File: config.mk
export PLATFORM = sky130hd
export DESIGN_NAME = dma_cfg_adapter
export DESIGN_NICKNAME = d
export VERILOG_FILES = /design/src/rtl/dma_cfg_adapter.sv
export SDC_FILE = /design/constraint.sdc
export NUM_CORES = 1
export LEC_CHECK = 0
export ABC_AREA = 1
export BUFFER_PORTS_ARGS = -buffer_cell sky130_fd_sc_hd__buf_2
export CAP_MARGIN = 20
export CORE_ASPECT_RATIO = 1.1
export CORE_MARGIN = 8
export CORE_UTILIZATION = 25
export DETAILED_ROUTE_END_ITERATION = 12
export PLACE_DENSITY_LB_ADDON = 0.15
export REMOVE_ABC_BUFFERS = 1
export SYNTH_ARGS = -nofsm -noshare
export SYNTH_HDL_FRONTEND = slang
export SYNTH_SLANG_ARGS = --single-unit
File: constraint.sdc
create_clock -name clk -period 1.69 [get_ports clk]
set_clock_uncertainty 0.2 [all_clocks]
set_input_delay 0.338 -clock clk [delete_from_list [all_inputs] [get_ports clk]]
set_output_delay 0.338 -clock clk [all_outputs]
set_load 0.01 [all_outputs]
File: src/rtl/dma_cfg_adapter.sv
module dma_cfg_adapter #(
  parameter int ADDR_W = 16,
  parameter int LEN_W  = 8
) (
  input  logic                         clk,
  input  logic                         rst_n,
  input  logic [7:0]                   cfg_data,
  input  logic                         cfg_valid,
  input  logic                         start_strobe,
  output logic [1:0][ADDR_W-1:0]       src_addr,
  output logic [1:0][ADDR_W-1:0]       dst_addr,
  output logic [1:0][LEN_W-1:0]        xfer_len,
  output logic [1:0]                   src_inc,
  output logic [1:0]                   dst_inc,
  output logic [1:0]                   armed,
  output logic [1:0]                   start_req,
  output logic                         cfg_pending,
  output logic                         cfg_error
);
  localparam int NCH  = 2;
  localparam int HALF = ADDR_W / 2;

  logic       sel_ch, sel_hi;
  logic [1:0] sel_reg;

  wire is_cmd  = cfg_valid && !cfg_pending;
  wire is_pay  = cfg_valid &&  cfg_pending;
  wire lane_ok = !cfg_data[5] || !cfg_data[2];
  wire cmd_ok  = cfg_data[7] && !cfg_data[3] && cfg_data[1:0] == 2'b00 && lane_ok;

  always_ff @(posedge clk) begin
    if (!rst_n) begin
      cfg_pending <= 1'b0;
      cfg_error   <= 1'b0;
      sel_ch      <= 1'b0;
      sel_reg     <= 2'b00;
      sel_hi      <= 1'b0;
    end else if (is_cmd) begin
      cfg_pending <= cmd_ok;
      cfg_error   <= !cmd_ok | (cfg_error & !cmd_ok);
      if (cmd_ok) begin
        sel_ch  <= cfg_data[6];
        sel_reg <= cfg_data[5:4];
        sel_hi  <= cfg_data[2];
      end
    end else if (is_pay) begin
      cfg_pending <= 1'b0;
    end
  end

  for (genvar gi = 0; gi < NCH; gi++) begin : g_ch
    wire hit = is_pay && (sel_ch == gi[0]);

    always_ff @(posedge clk) begin
      if (!rst_n) begin
        src_addr[gi]  <= '0;
        dst_addr[gi]  <= '0;
        xfer_len[gi]  <= '0;
        src_inc[gi]   <= 1'b0;
        dst_inc[gi]   <= 1'b0;
        armed[gi]     <= 1'b0;
        start_req[gi] <= 1'b0;
      end else begin
        start_req[gi] <= start_strobe & armed[gi];
        if (start_strobe) armed[gi] <= 1'b0;
        if (hit) begin
          case (sel_reg)
            2'b00: if (sel_hi) src_addr[gi][ADDR_W-1:HALF] <= cfg_data;
                   else        src_addr[gi][HALF-1:0]      <= cfg_data;
            2'b01: if (sel_hi) dst_addr[gi][ADDR_W-1:HALF] <= cfg_data;
                   else        dst_addr[gi][HALF-1:0]      <= cfg_data;
            2'b10: xfer_len[gi] <= cfg_data[LEN_W-1:0];
            default: begin
              armed[gi]   <= cfg_data[0];
              src_inc[gi] <= cfg_data[1];
              dst_inc[gi] <= cfg_data[2];
            end
          endcase
        end
      end
    end
  end
endmodule

## After elaboration in Yosys (flattened, before gate mapping)

Index checks and enable logic that the tools add are counted.

- Word-level logic and storage cells: 70
- Register bits: 94
- Output and inout bits: 90
- Bits of input ports: 12

- Bitwise logic cells: 7
- Multiplexer cells: 8
- Equal/unequal tests: 2
- Reduce and logical (&&, ||, !) cells: 30

Operators with widths:

| operator | number |
|---|---|
| AND reduction 3 bit | 8 |
| AND reduction 2 bit | 5 |
| two-way mux 1 bit | 8 |
| logical AND 1 bit | 7 |
| logical NOT 1 bit | 5 |
| logical NOT 2 bit | 2 |
| bitwise AND 1 bit | 3 |
| NOT 1 bit | 3 |
| OR reduction 3 bit | 1 |
| == test 2 x 1 -> 1 bit, second input constant | 1 |
| == test 2 bit, second input constant | 1 |
| nonzero test 2 bit | 1 |
| logical OR 1 bit | 1 |
| OR 1 bit | 1 |

## Logic depth before layout (Yosys ltp)

Gate-level depths: netlist (run 1).

- Depth in word-level cells: 7
- Gate-level depth with buffers: 7
- Gate-level depth less buffers: 6

## Least setup slack after synthesis (run 1)

Ideal clock, no wire load.

- Kind: register to register
- Start: register cfg_pending
- End: register src_addr[21] in the netlist's numbering
- Clock period less this slack: 1.515 ns
- Buffers on the path: 2
- Library setup time: 0.113 ns
- Path slack: 0.175 ns
- Cell stages (with the launch flop): 8
- Data required time: 1.377 ns
- Arrival: 1.203 ns
- Cell sequence: dfxtp_1 -> buf_2 -> nand2_1 -> nor2_4 -> buf_2 -> nand4_1 -> nand2_1 -> nor2_1

- Word-level cells in the longest chain between the ends: 3

Ends and longest elaborated chain:

| element | RTL line | RTL |
|---|---|---|
| from (decl) | 17 | `output logic cfg_pending,` |
| from (signal assigned) | 39 | `cfg_pending <= cmd_ok;` |
| logical AND 1 bit | 27 | `wire is_pay = cfg_valid && cfg_pending;` |
| logical AND 1 bit | 52 | `wire hit = is_pay && (sel_ch == gi[0]);` |
| AND reduction 3 bit (no source line) | - |  |
| to (signal, indexed assignment) | 68 | `2'b00: if (sel_hi) src_addr[gi][ADDR_W-1:HALF] <= cfg_data;` |
| to (signal, indexed assignment) | 69 | `else src_addr[gi][HALF-1:0] <= cfg_data;` |
| to (decl) | 10 | `output logic [1:0][ADDR_W-1:0] src_addr,` |

Every way passes these cells.
A chain may end at the register's enable or synchronous reset.

## Worst setup path in the final report (run 1)

- Start: register cfg_pending
- End: output port cfg_pending

No word-level cell between the ends.

==> results of run 1 <==
final timing paths:
kind                                  start            to
worst max register to register   sel_reg[1]   src_addr[8]
worst max-delay path            cfg_pending   cfg_pending
worst min register to register     armed[0]  start_req[0]
worst min-delay path            cfg_data[6]  xfer_len[14]
per-stage QoR:
| stage | instances | instance area (um^2) |
|---|---|---|
| finish | 876 | 5170 |
| global route | 876 | 5170 |
| global placement | 859 | 4840 |
| CTS | 876 | 5160 |
| floorplan | 531 | 3800 |
| detailed placement | 859 | 4840 |
repair_timing:
action                                 CTS  global route
endpoints found under the hold margin    1             0
resized for setup                        0             4
buffers inserted                         0             0
setup endpoints to repair                0            24
hold buffers                             1             0
power breakdown:
part	leakage [nW]	internal [mW]	switching, mW
combinational	1.45	0.0800	0.172
clock	0.155	1.23	0.867
sequential	0.758	2.22	0.00516
total	2.36	3.53	1.04
cells by family (layout without fill, tap and decap cells):
family | count (synthesis) | count (layout) | synth area share [%]
flops | 94 | 94 | 47.8
buf+inv | 84 | 198 | 8.42
compound gates | 26 | 26 | 3.31
simple gates | 358 | 358 | 40.5
layout make-up:
| type | count | area [um^2] | share of cell area, % |
|---|---|---|---|
| multi-input combinational | 384 | 1730 | 33.5 |
| sequential | 94 | 1880 | 36.4 |
| tap | 200 | 250 | 4.84 |
| inverter | 53 | 199 | 3.85 |
| clock buffer | 11 | 253 | 4.89 |
| timing repair buffer | 129 | 793 | 15.3 |
| clock inverter | 5 | 57.6 | 1.11 |
worst max-delay path: cells and delay by family, from the launching register on:
family / cells / cell delay, ns
flops: 1 / 0.33
buf+inv: 2 / 0.33
routing by layer:
metal / share of wire [%] / track usage (%) / vias to the layer above
met5: 0 / 0 / -
met4: 0.95 / 4.11 / 0
met3: 6.9 / 4.58 / 9
met2: 46 / 19.4 / 96
met1: 46 / 15.4 / 1755
li1: - / - / 2018
cells in the final DEF (no fill, tap or decap), drive strengths merged:
cell         Yosys  final
nor2           167    167
buf             20    128
nand2          107    107
dfxtp           94     94
nand4           67     67
inv             45     45
nand3           17     17
o21ai           15     15
clkinv           8     12
a21oi           11     11
clkbuf          11     11
bufinv           0      1
dlygate4sd3      0      1
==> reports/qor.yml, run 1 <==
cells_and_area:
  fin_util_pct: 33.2
  nNetsFinal: 683
  antenna_cells: 0
  drive_gt1_share_pct: 24.7
  reg.largest.list: "dst_addr: 32 flops, src_addr: 32 flops, xfer_len: 16 flops"
  area_growth_pct: 31.3
  nFillCells: 1695
detailed_routing:
  vias: 3878
  wirelength_um: 12400
  ant_nets: 0
  first_pass_iters: 4
  detailedRoute.firstIterationViolations: 179
  viasPerCell: 4.43
  post_drt_wl_per_cell_um: 14.1
  drcViolationCount: 0
pwr:
  power_mw: 4.57
  power.density_nw_per_um2: 884
  peakVddDrop_mv: 0.392
  p_leak_nw: 2.36
sta:
  timing.final.crit_share_pct: 91.0
  finalMaxSlewViolations: 0
  period_minus_slack_ns: 1.54
  hold_viol: 0
  finalSetupViolations: 0
  slew-limit-headroom_pct: 76.1
  fin_ws_ns: 0.152
  holdWs_ns: 0.0838
  tns_ns: 0
  tightest_slew_ns: 0.357
  rsz0062_at_grt: "false"
  fmax_mhz: 650
grt:
  grt_pass1_vias: 3700
  grt_pass1_wl_um: 19500
  grt-ovfl-total: 0
  grt.total_usage_pct: 12.4
  grt_antenna_before_repair: 0
  grt_start_max_net_pins: 36
die:
  die_area_um2: 20000
  start_util_pct: 25.3
  die_w_um: 136
  coreArea_um2: 15600
  rows: 48
  chipHeight_um: 148
  io-pin-count: 102
yosys:
  async_flop_share_pct: 0
  synthCells: 562
  synthTopCellsByCount: "nor2_1, nand2_1, dfxtp_1, nand4_1, inv_1"
  synth_cell_types: 17
  ys_seq_area_share_pct: 47.8
  synth_area_leader_cell: "dfxtp_1"
  synth_seq_cells: 94
  synth_area_leaders: "dfxtp_1, nor2_1, nand4_1"
  synth_top_area_share_pct: 47.8
  yosysWarnings: 0
  mappedNetlistArea_um2: 3940
  synthFlopType: "dfxtp_1"
  postSynthAreaPerCell_um2: 7.00
  synth-edff-count: 0
  yosysMostFrequentCell: "nor2_1"
cts:
  cts_tree: "done"
  cts_buffer_depth: 2
  h-tree-depth: 3
  cts_sinks: 94
  clock_latency_ns: 0.35
  cts.clk_slew.worst_paths_ns: 0.07
  cts_root_buf: "clkbuf_16"
  cts_buffers: 9
min_path:
  holdPathStages: 3
  hp-class: "in2reg"
critical_path:
  cp_max_fo: 9
  critPathMaxStageDelay_ns: 0.33
  reg2regPathDepth: 5
  cp_cell_sequence: "buf_4 -> buf_2"
  cpMaxStageDelayCell: "dfxtp_1"
  worstPathArrival_ns: 1.00
  worstSetupStartpointType: "flop"
  r2r_slack_ns: 0.17
  critPathKind: "reg2out"
  crit_path_end_kind: "primary output"
  crit_required_ns: 1.15
outcome:
  status: "finished, final reports clean"
place:
  hpwl_um: 9200
  numPortBuffers: 101
  preCtsSetupSlack_ns: -0.0199
  gp_congestion: 0.778
run:
  drv_cap: 0
No activity file was read; power rests on OpenSTA's default activity.
==> inputs of run 2 (changes only) <==
--- a/config.mk
+++ b/config.mk
@@ -11,6 +11,7 @@
 export CORE_ASPECT_RATIO = 1.1
 export CORE_MARGIN = 8
 export CORE_UTILIZATION = 25
+export CTS_BUF_LIST = sky130_fd_sc_hd__clkbuf_2 sky130_fd_sc_hd__clkbuf_4 sky130_fd_sc_hd__clkbuf_8
 export DETAILED_ROUTE_END_ITERATION = 12
 export PLACE_DENSITY_LB_ADDON = 0.15
 export REMOVE_ABC_BUFFERS = 1
==> run 2 against run 1 <==
Effect of this change:
- count of clock-buffer cells in the layout did not move
- global-route usage barely moved
- largest cell class unchanged
- via count barely moved
- final cell count did not move
- clock power fell by 25%
- non-clock buffer count did not move
- largest power group unchanged
- highest routed layer unchanged
==> reports/qor.yml, run 2 (synthesized netlist as in run 1, its figures left out) <==
cts:
  cts_root_buf: "clkbuf_8"  # was clkbuf_16
  clock_latency_ns: 0.38  # was 0.35 ns
  cts_buffers: 9  # unchanged
  cts.clk_slew.worst_paths_ns: 0.10  # was 0.07 ns
  h-tree-depth: 3  # unchanged
  cts_tree: "done"  # unchanged
  cts_sinks: 94  # unchanged
  cts_buffer_depth: 2  # unchanged
  post_cts_buffers: 0  # unchanged
detailed_routing:
  vias: 3877  # was 3878
  wirelength_um: 12400  # about the same
  detailedRoute.firstIterationViolations: 200  # was 179
  viasPerCell: 4.43  # about the same
  first_pass_iters: 4  # unchanged
  drcViolationCount: 0  # unchanged
  ant_nets: 0  # unchanged
  post_drt_wl_per_cell_um: 14.1  # about the same
grt:
  grt_antenna_before_repair: 0  # unchanged
  grt-ovfl-total: 0  # unchanged
  grt_pass1_vias: 3674  # was 3700
  grt_start_max_net_pins: 36  # unchanged
  grt.total_usage_pct: 12.4  # about the same
  grt_pass1_wl_um: 19500  # about the same
die:
  die_area_um2: 20000  # unchanged
  chipHeight_um: 148  # unchanged
  rows: 48  # unchanged
  io-pin-count: 102  # unchanged
  start_util_pct: 25.3  # unchanged
  coreArea_um2: 15600  # unchanged
  die_w_um: 136  # unchanged
sta:
  finalMaxSlewViolations: 0  # unchanged
  fmax_mhz: 633  # was 650 MHz
  period_minus_slack_ns: 1.58  # was 1.54 ns
  tightest_slew_ns: 0.359  # was 0.357 ns
  holdWs_ns: 0.0578  # was 0.0838 ns
  rsz0062_at_grt: "false"  # unchanged
  slew-limit-headroom_pct: 76.0  # was 76.1%
  hold_viol: 0  # unchanged
  finalSetupViolations: 0  # unchanged
  timing.final.crit_share_pct: 93.5  # was 91.0%
cells_and_area:
  layout_common_cells: "nor2_1, nand2_1, buf_2, dfxtp_1, nand4_1"  # unchanged
  nNetsFinal: 683  # unchanged
  seqCellArea_um2: 1880  # unchanged
  area_growth_pct: 28.9  # was 31.3%
  fin_cells: 876  # unchanged
  drive_gt1_share_pct: 24.7  # unchanged
  multi_input_area_um2: 1740  # was 1730 um^2
  reg.largest.list: "dst_addr: 32 flops, src_addr: 32 flops, xfer_len: 16 flops"  # unchanged
  antenna_cells: 0  # unchanged
  layout_commonest_cell: "nor2_1"  # unchanged
  nFillCells: 1707  # was 1695
place:
  placed_cells: 859  # unchanged
  numPortBuffers: 101  # unchanged
  gp_congestion: 0.778  # unchanged
  hpwl_um: 9200  # unchanged
pwr:
  peakVddDrop_mv: 0.366  # was 0.392 mV
  power.density_nw_per_um2: 798  # was 884 nW/um^2
  p_leak_nw: 2.32  # was 2.36 nW
critical_path:
  cp_max_fo: 9  # unchanged
  crit_path_end_kind: "primary output"  # unchanged
  cpMaxStageDelayCell: "dfxtp_1"  # unchanged
  cp_cell_sequence: "buf_4 -> buf_2"  # unchanged
  worstSetupStartpointType: "flop"  # unchanged
  crit_required_ns: 1.15  # about the same
  critPathMaxStageDelay_ns: 0.34  # was 0.33 ns
  worstPathArrival_ns: 1.04  # was 1.00 ns
  critPathKind: "reg2out"  # unchanged
outcome:
  status: "finished, final reports clean"  # unchanged
run:
  drv_cap: 0  # unchanged
min_path:
  hp-class: "in2reg"  # unchanged
-- run 2: worst max-delay path, delay by kind of cell (launching register included) --
| kind | cells | cell delay (ns) |
|---|---|---|
| flops | 1 | 0.34 |
| buf+inv | 2 | 0.33 |
-- run 2: worst paths after layout --
path              slack (ns)        start  cells past startpoint      endpoint
setup / recovery        0.11  cfg_pending                      2   cfg_pending
hold / removal          0.06  cfg_data[6]                      3  xfer_len[14]
setup reg to reg        0.15   sel_reg[1]                      5   src_addr[9]
hold reg to reg         0.26     armed[0]                      2  start_req[0]
-- run 2: timing repair --
action,in CTS,in global routing
resized for setup,0,5
hold endpoints to repair,1,0
endpoints found under the setup margin,0,29
hold buffers,1,0
-- run 2: power by group --
group / leakage (nW) / internal (mW) / switching [mW] / total (mW)
Sequential: 0.758 / 2.22 / 0.00525 / 2.22
Clock: 0.109 / 0.765 / 0.807 / 1.57
Combinational: 1.45 / 0.0800 / 0.172 / 0.252
-- run 2: metrics by stage --
stage / TNS, ns / util [%] / setup slack (ns) / power [mW] / cell area [um^2]
after floorplan: -21.18 / - / -0.334 / 2.38 / 3800
after global placement: 0 / 31.1 / 0.0323 / 2.53 / 4840
after detailed placement: -0.0353 / 31.1 / -0.0199 / 2.53 / 4840
after CTS: 0 / 32.5 / 0.0563 / 4.13 / 5060
after global routing: 0 / 32.6 / 0.0256 / 4.24 / 5070
final: 0 / 32.6 / 0.109 / 4.05 / 5070
-- run 2: layer usage --
metal | global-route usage (%) | vias up | share of wire, %
li1 | - | 2018 | -
met1 | 15.3 | 1760 | 46
met2 | 19.4 | 87 | 46
met3 | 4.07 | 12 | 6.3
met4 | 5.28 | 0 | 1.6
met5 | 0 | - | 0
-- run 2: layout make-up --
type	count	share of cell area (%)
flip-flops and latches	94	37.1
multi-input cells	384	34.3
repair buffers	129	15.6
well taps	200	4.93
inverters	53	3.92
clock buffers	11	2.98
clock inverters	5	1.13
==> inputs of run 3 (changes only) <==
--- a/config.mk
+++ b/config.mk
@@ -15,6 +15,7 @@
 export DETAILED_ROUTE_END_ITERATION = 12
 export PLACE_DENSITY_LB_ADDON = 0.15
 export REMOVE_ABC_BUFFERS = 1
+export SETUP_SLACK_MARGIN = 0.5
 export SYNTH_ARGS = -nofsm -noshare
 export SYNTH_HDL_FRONTEND = slang
 export SYNTH_SLANG_ARGS = --single-unit
==> run 3 against run 2 <==
Effect of this change:
- sequential share of layout area down 6.3 points
- utilization up 9.1 points
- final cell count up 4.9%
- highest routed layer unchanged
- count of clock-buffer cells in the layout unchanged
- non-clock buffer count up 42
- flip-flop and latch count unchanged
- routed wire length up 8.9%
- largest cell class unchanged
- total power up 1.3%
- setup slack better by 0.051 ns
==> reports/qor.yml, run 3 (synthesized netlist as in run 1, its figures left out) <==
cts:
  cts_buffer_depth: 2  # unchanged
  cts_sinks: 94  # unchanged
  cts_tree: "done"  # unchanged
  cts_root_buf: "clkbuf_8"  # unchanged
  cts_buffers: 9  # unchanged
  cts.clk_slew.worst_paths_ns: 0.10  # about the same
  h-tree-depth: 3  # unchanged
  clock_latency_ns: 0.38  # about the same
grt:
  grt_pass1_vias: 3919  # was 3674
  grt.total_usage_pct: 13.4  # was 12.4%
  grt_start_max_net_pins: 36  # unchanged
  grt-ovfl-total: 0  # unchanged
  grt_pass1_wl_um: 20900  # was 19500 um
  grt_antenna_before_repair: 0  # unchanged
die:
  chipHeight_um: 148  # unchanged
  coreArea_um2: 15600  # unchanged
  die_w_um: 136  # unchanged
  rows: 48  # unchanged
  io-pin-count: 102  # unchanged
  die_area_um2: 20000  # unchanged
  start_util_pct: 25.3  # unchanged
place:
  placed_cells: 859  # unchanged
  hpwl_um: 9200  # unchanged
  numPortBuffers: 101  # unchanged
  preCtsSetupSlack_ns: -0.0199  # unchanged
  gp_congestion: 0.778  # unchanged
  post_dp_cell_area_um2: 4840  # unchanged
critical_path:
  cp_max_fo: 4  # was 9
  critPathKind: "reg2reg"  # was reg2out
  reg2regPathDepth: 9  # was 5
  crit_path_end_kind: "flop"  # was primary output
  worstPathArrival_ns: 1.60  # was 1.04 ns
  crit_required_ns: 1.76  # was 1.15 ns
  worstSetupStartpointType: "flop"  # unchanged
min_path:
  holdPathStages: 3  # unchanged
  hp-class: "in2reg"  # unchanged
sta:
  tightest_slew_ns: 0.412  # was 0.359 ns
  fmax_mhz: 654  # was 633 MHz
  rsz0062_at_grt: "true"  # was false
  finalMaxSlewViolations: 0  # unchanged
  period_minus_slack_ns: 1.53  # was 1.58 ns
  fin_ws_ns: 0.160  # was 0.109 ns
  finalSetupViolations: 0  # unchanged
  slew-limit-headroom_pct: 72.4  # was 76.0%
  hold_viol: 0  # unchanged
  holdWs_ns: 0.0514  # was 0.0578 ns
  timing.final.crit_share_pct: 90.5  # was 93.5%
pwr:
  p_leak_nw: 2.78  # was 2.32 nW
  peakVddDrop_mv: 0.346  # was 0.366 mV
  power.density_nw_per_um2: 631  # was 798 nW/um^2
outcome:
  status: "finished, final reports clean"  # unchanged
detailed_routing:
  wirelength_um: 13500  # was 12400 um
  detailedRoute.firstIterationViolations: 199  # was 200
  drcViolationCount: 0  # unchanged
  viasPerCell: 4.51  # was 4.43
  first_pass_iters: 5  # was 4
  post_drt_wl_per_cell_um: 14.7  # was 14.1 um
  ant_nets: 0  # unchanged
  vias: 4146  # was 3877
cells_and_area:
  reg.largest.list: "dst_addr: 32 flops, src_addr: 32 flops, xfer_len: 16 flops"  # unchanged
  area_growth_pct: 65.0  # was 28.9%
  layout_commonest_cell: "nor2_1"  # unchanged
  nNetsFinal: 726  # was 683
  antenna_cells: 0  # unchanged
  drive_gt1_share_pct: 46.9  # was 24.7%
  fin_cells: 919  # was 876
  fin_area_um2: 6500  # was 5070 um^2
  layout_common_cells: "nor2_1, buf_6, nand2_1, dfxtp_2, nand4_1"  # was nor2_1, nand2_1, buf_2, dfxtp_1, nand4_1
  fin_util_pct: 41.8  # was 32.6%
run:
  drv_cap: 0  # unchanged
[run 3: cell count changes in the layout (fill, tap and decap cells not counted), moves of 5 or more]
cell / delta
buf_6: +98
dfxtp_1: -90
buf_2: -89
dfxtp_2: +87
buf_4: +19
nand2_1: -12
nor2_1: -9
nand2_2: +8
o21ai_1: -7
o21ai_2: +7
nor2_4: +6
buf_12: +5
[run 3: per-stage QoR]
stage	setup TNS, ns	power (mW)
finish	0	4.10
global route	0	4.28
CTS	0	4.16
detailed placement	-0.0353	2.53
global placement	0	2.53
floorplan	-21.18	2.38
[run 3: worst max-delay path, cell delays in order, from the launching register on]
cell and delay, ns:
dfxtp_4 0.38, buf_6 0.10, nand2_4 0.05, nor2_4 0.13, buf_6 0.15, buf_12 0.11, buf_16 0.10, nand4_1 0.07
nand2_1 0.09, nor2_2 0.04
[run 3: layer usage]
layer | global-route usage, % | vias up | share of wire [%]
met4 | 5.28 | 0 | 1.6
li1 | - | 2116 | -
met2 | 21.1 | 105 | 47
met5 | 0 | - | 0
met3 | 4.07 | 16 | 6.3
met1 | 16.5 | 1909 | 45
[run 3: report_power, final]
| group | switching [mW] | internal (mW) |
|---|---|---|
| registers | 0.00639 | 2.21 |
| logic | 0.193 | 0.107 |
| clock network | 0.817 | 0.765 |
[run 3: what timing repair did]
action,in CTS,in global routing
pin swaps,8,37
gates resized for setup,229,41
gates cloned,6,2
buffers inserted,24,11
hold buffers,1,0
hold endpoints to repair,1,0
setup endpoints to repair,182,182
[run 3: final timing paths]
path | start | to | slack, ns
setup / recovery | cfg_pending | src_addr[3] | 0.16
hold / removal | cfg_data[4] | xfer_len[4] | 0.05
setup reg to reg | cfg_pending | src_addr[3] | 0.16
hold reg to reg | xfer_len[0] | xfer_len[0] | 0.27
[run 3: cell type report]
class	count	area, um^2
sequential	94	2000
multi-input combinational	385	1920
clock buffer	11	151
tap	200	250
fill	1590	9060
clock inverter	5	57.6
timing repair buffer	171	1900
inverter	53	209
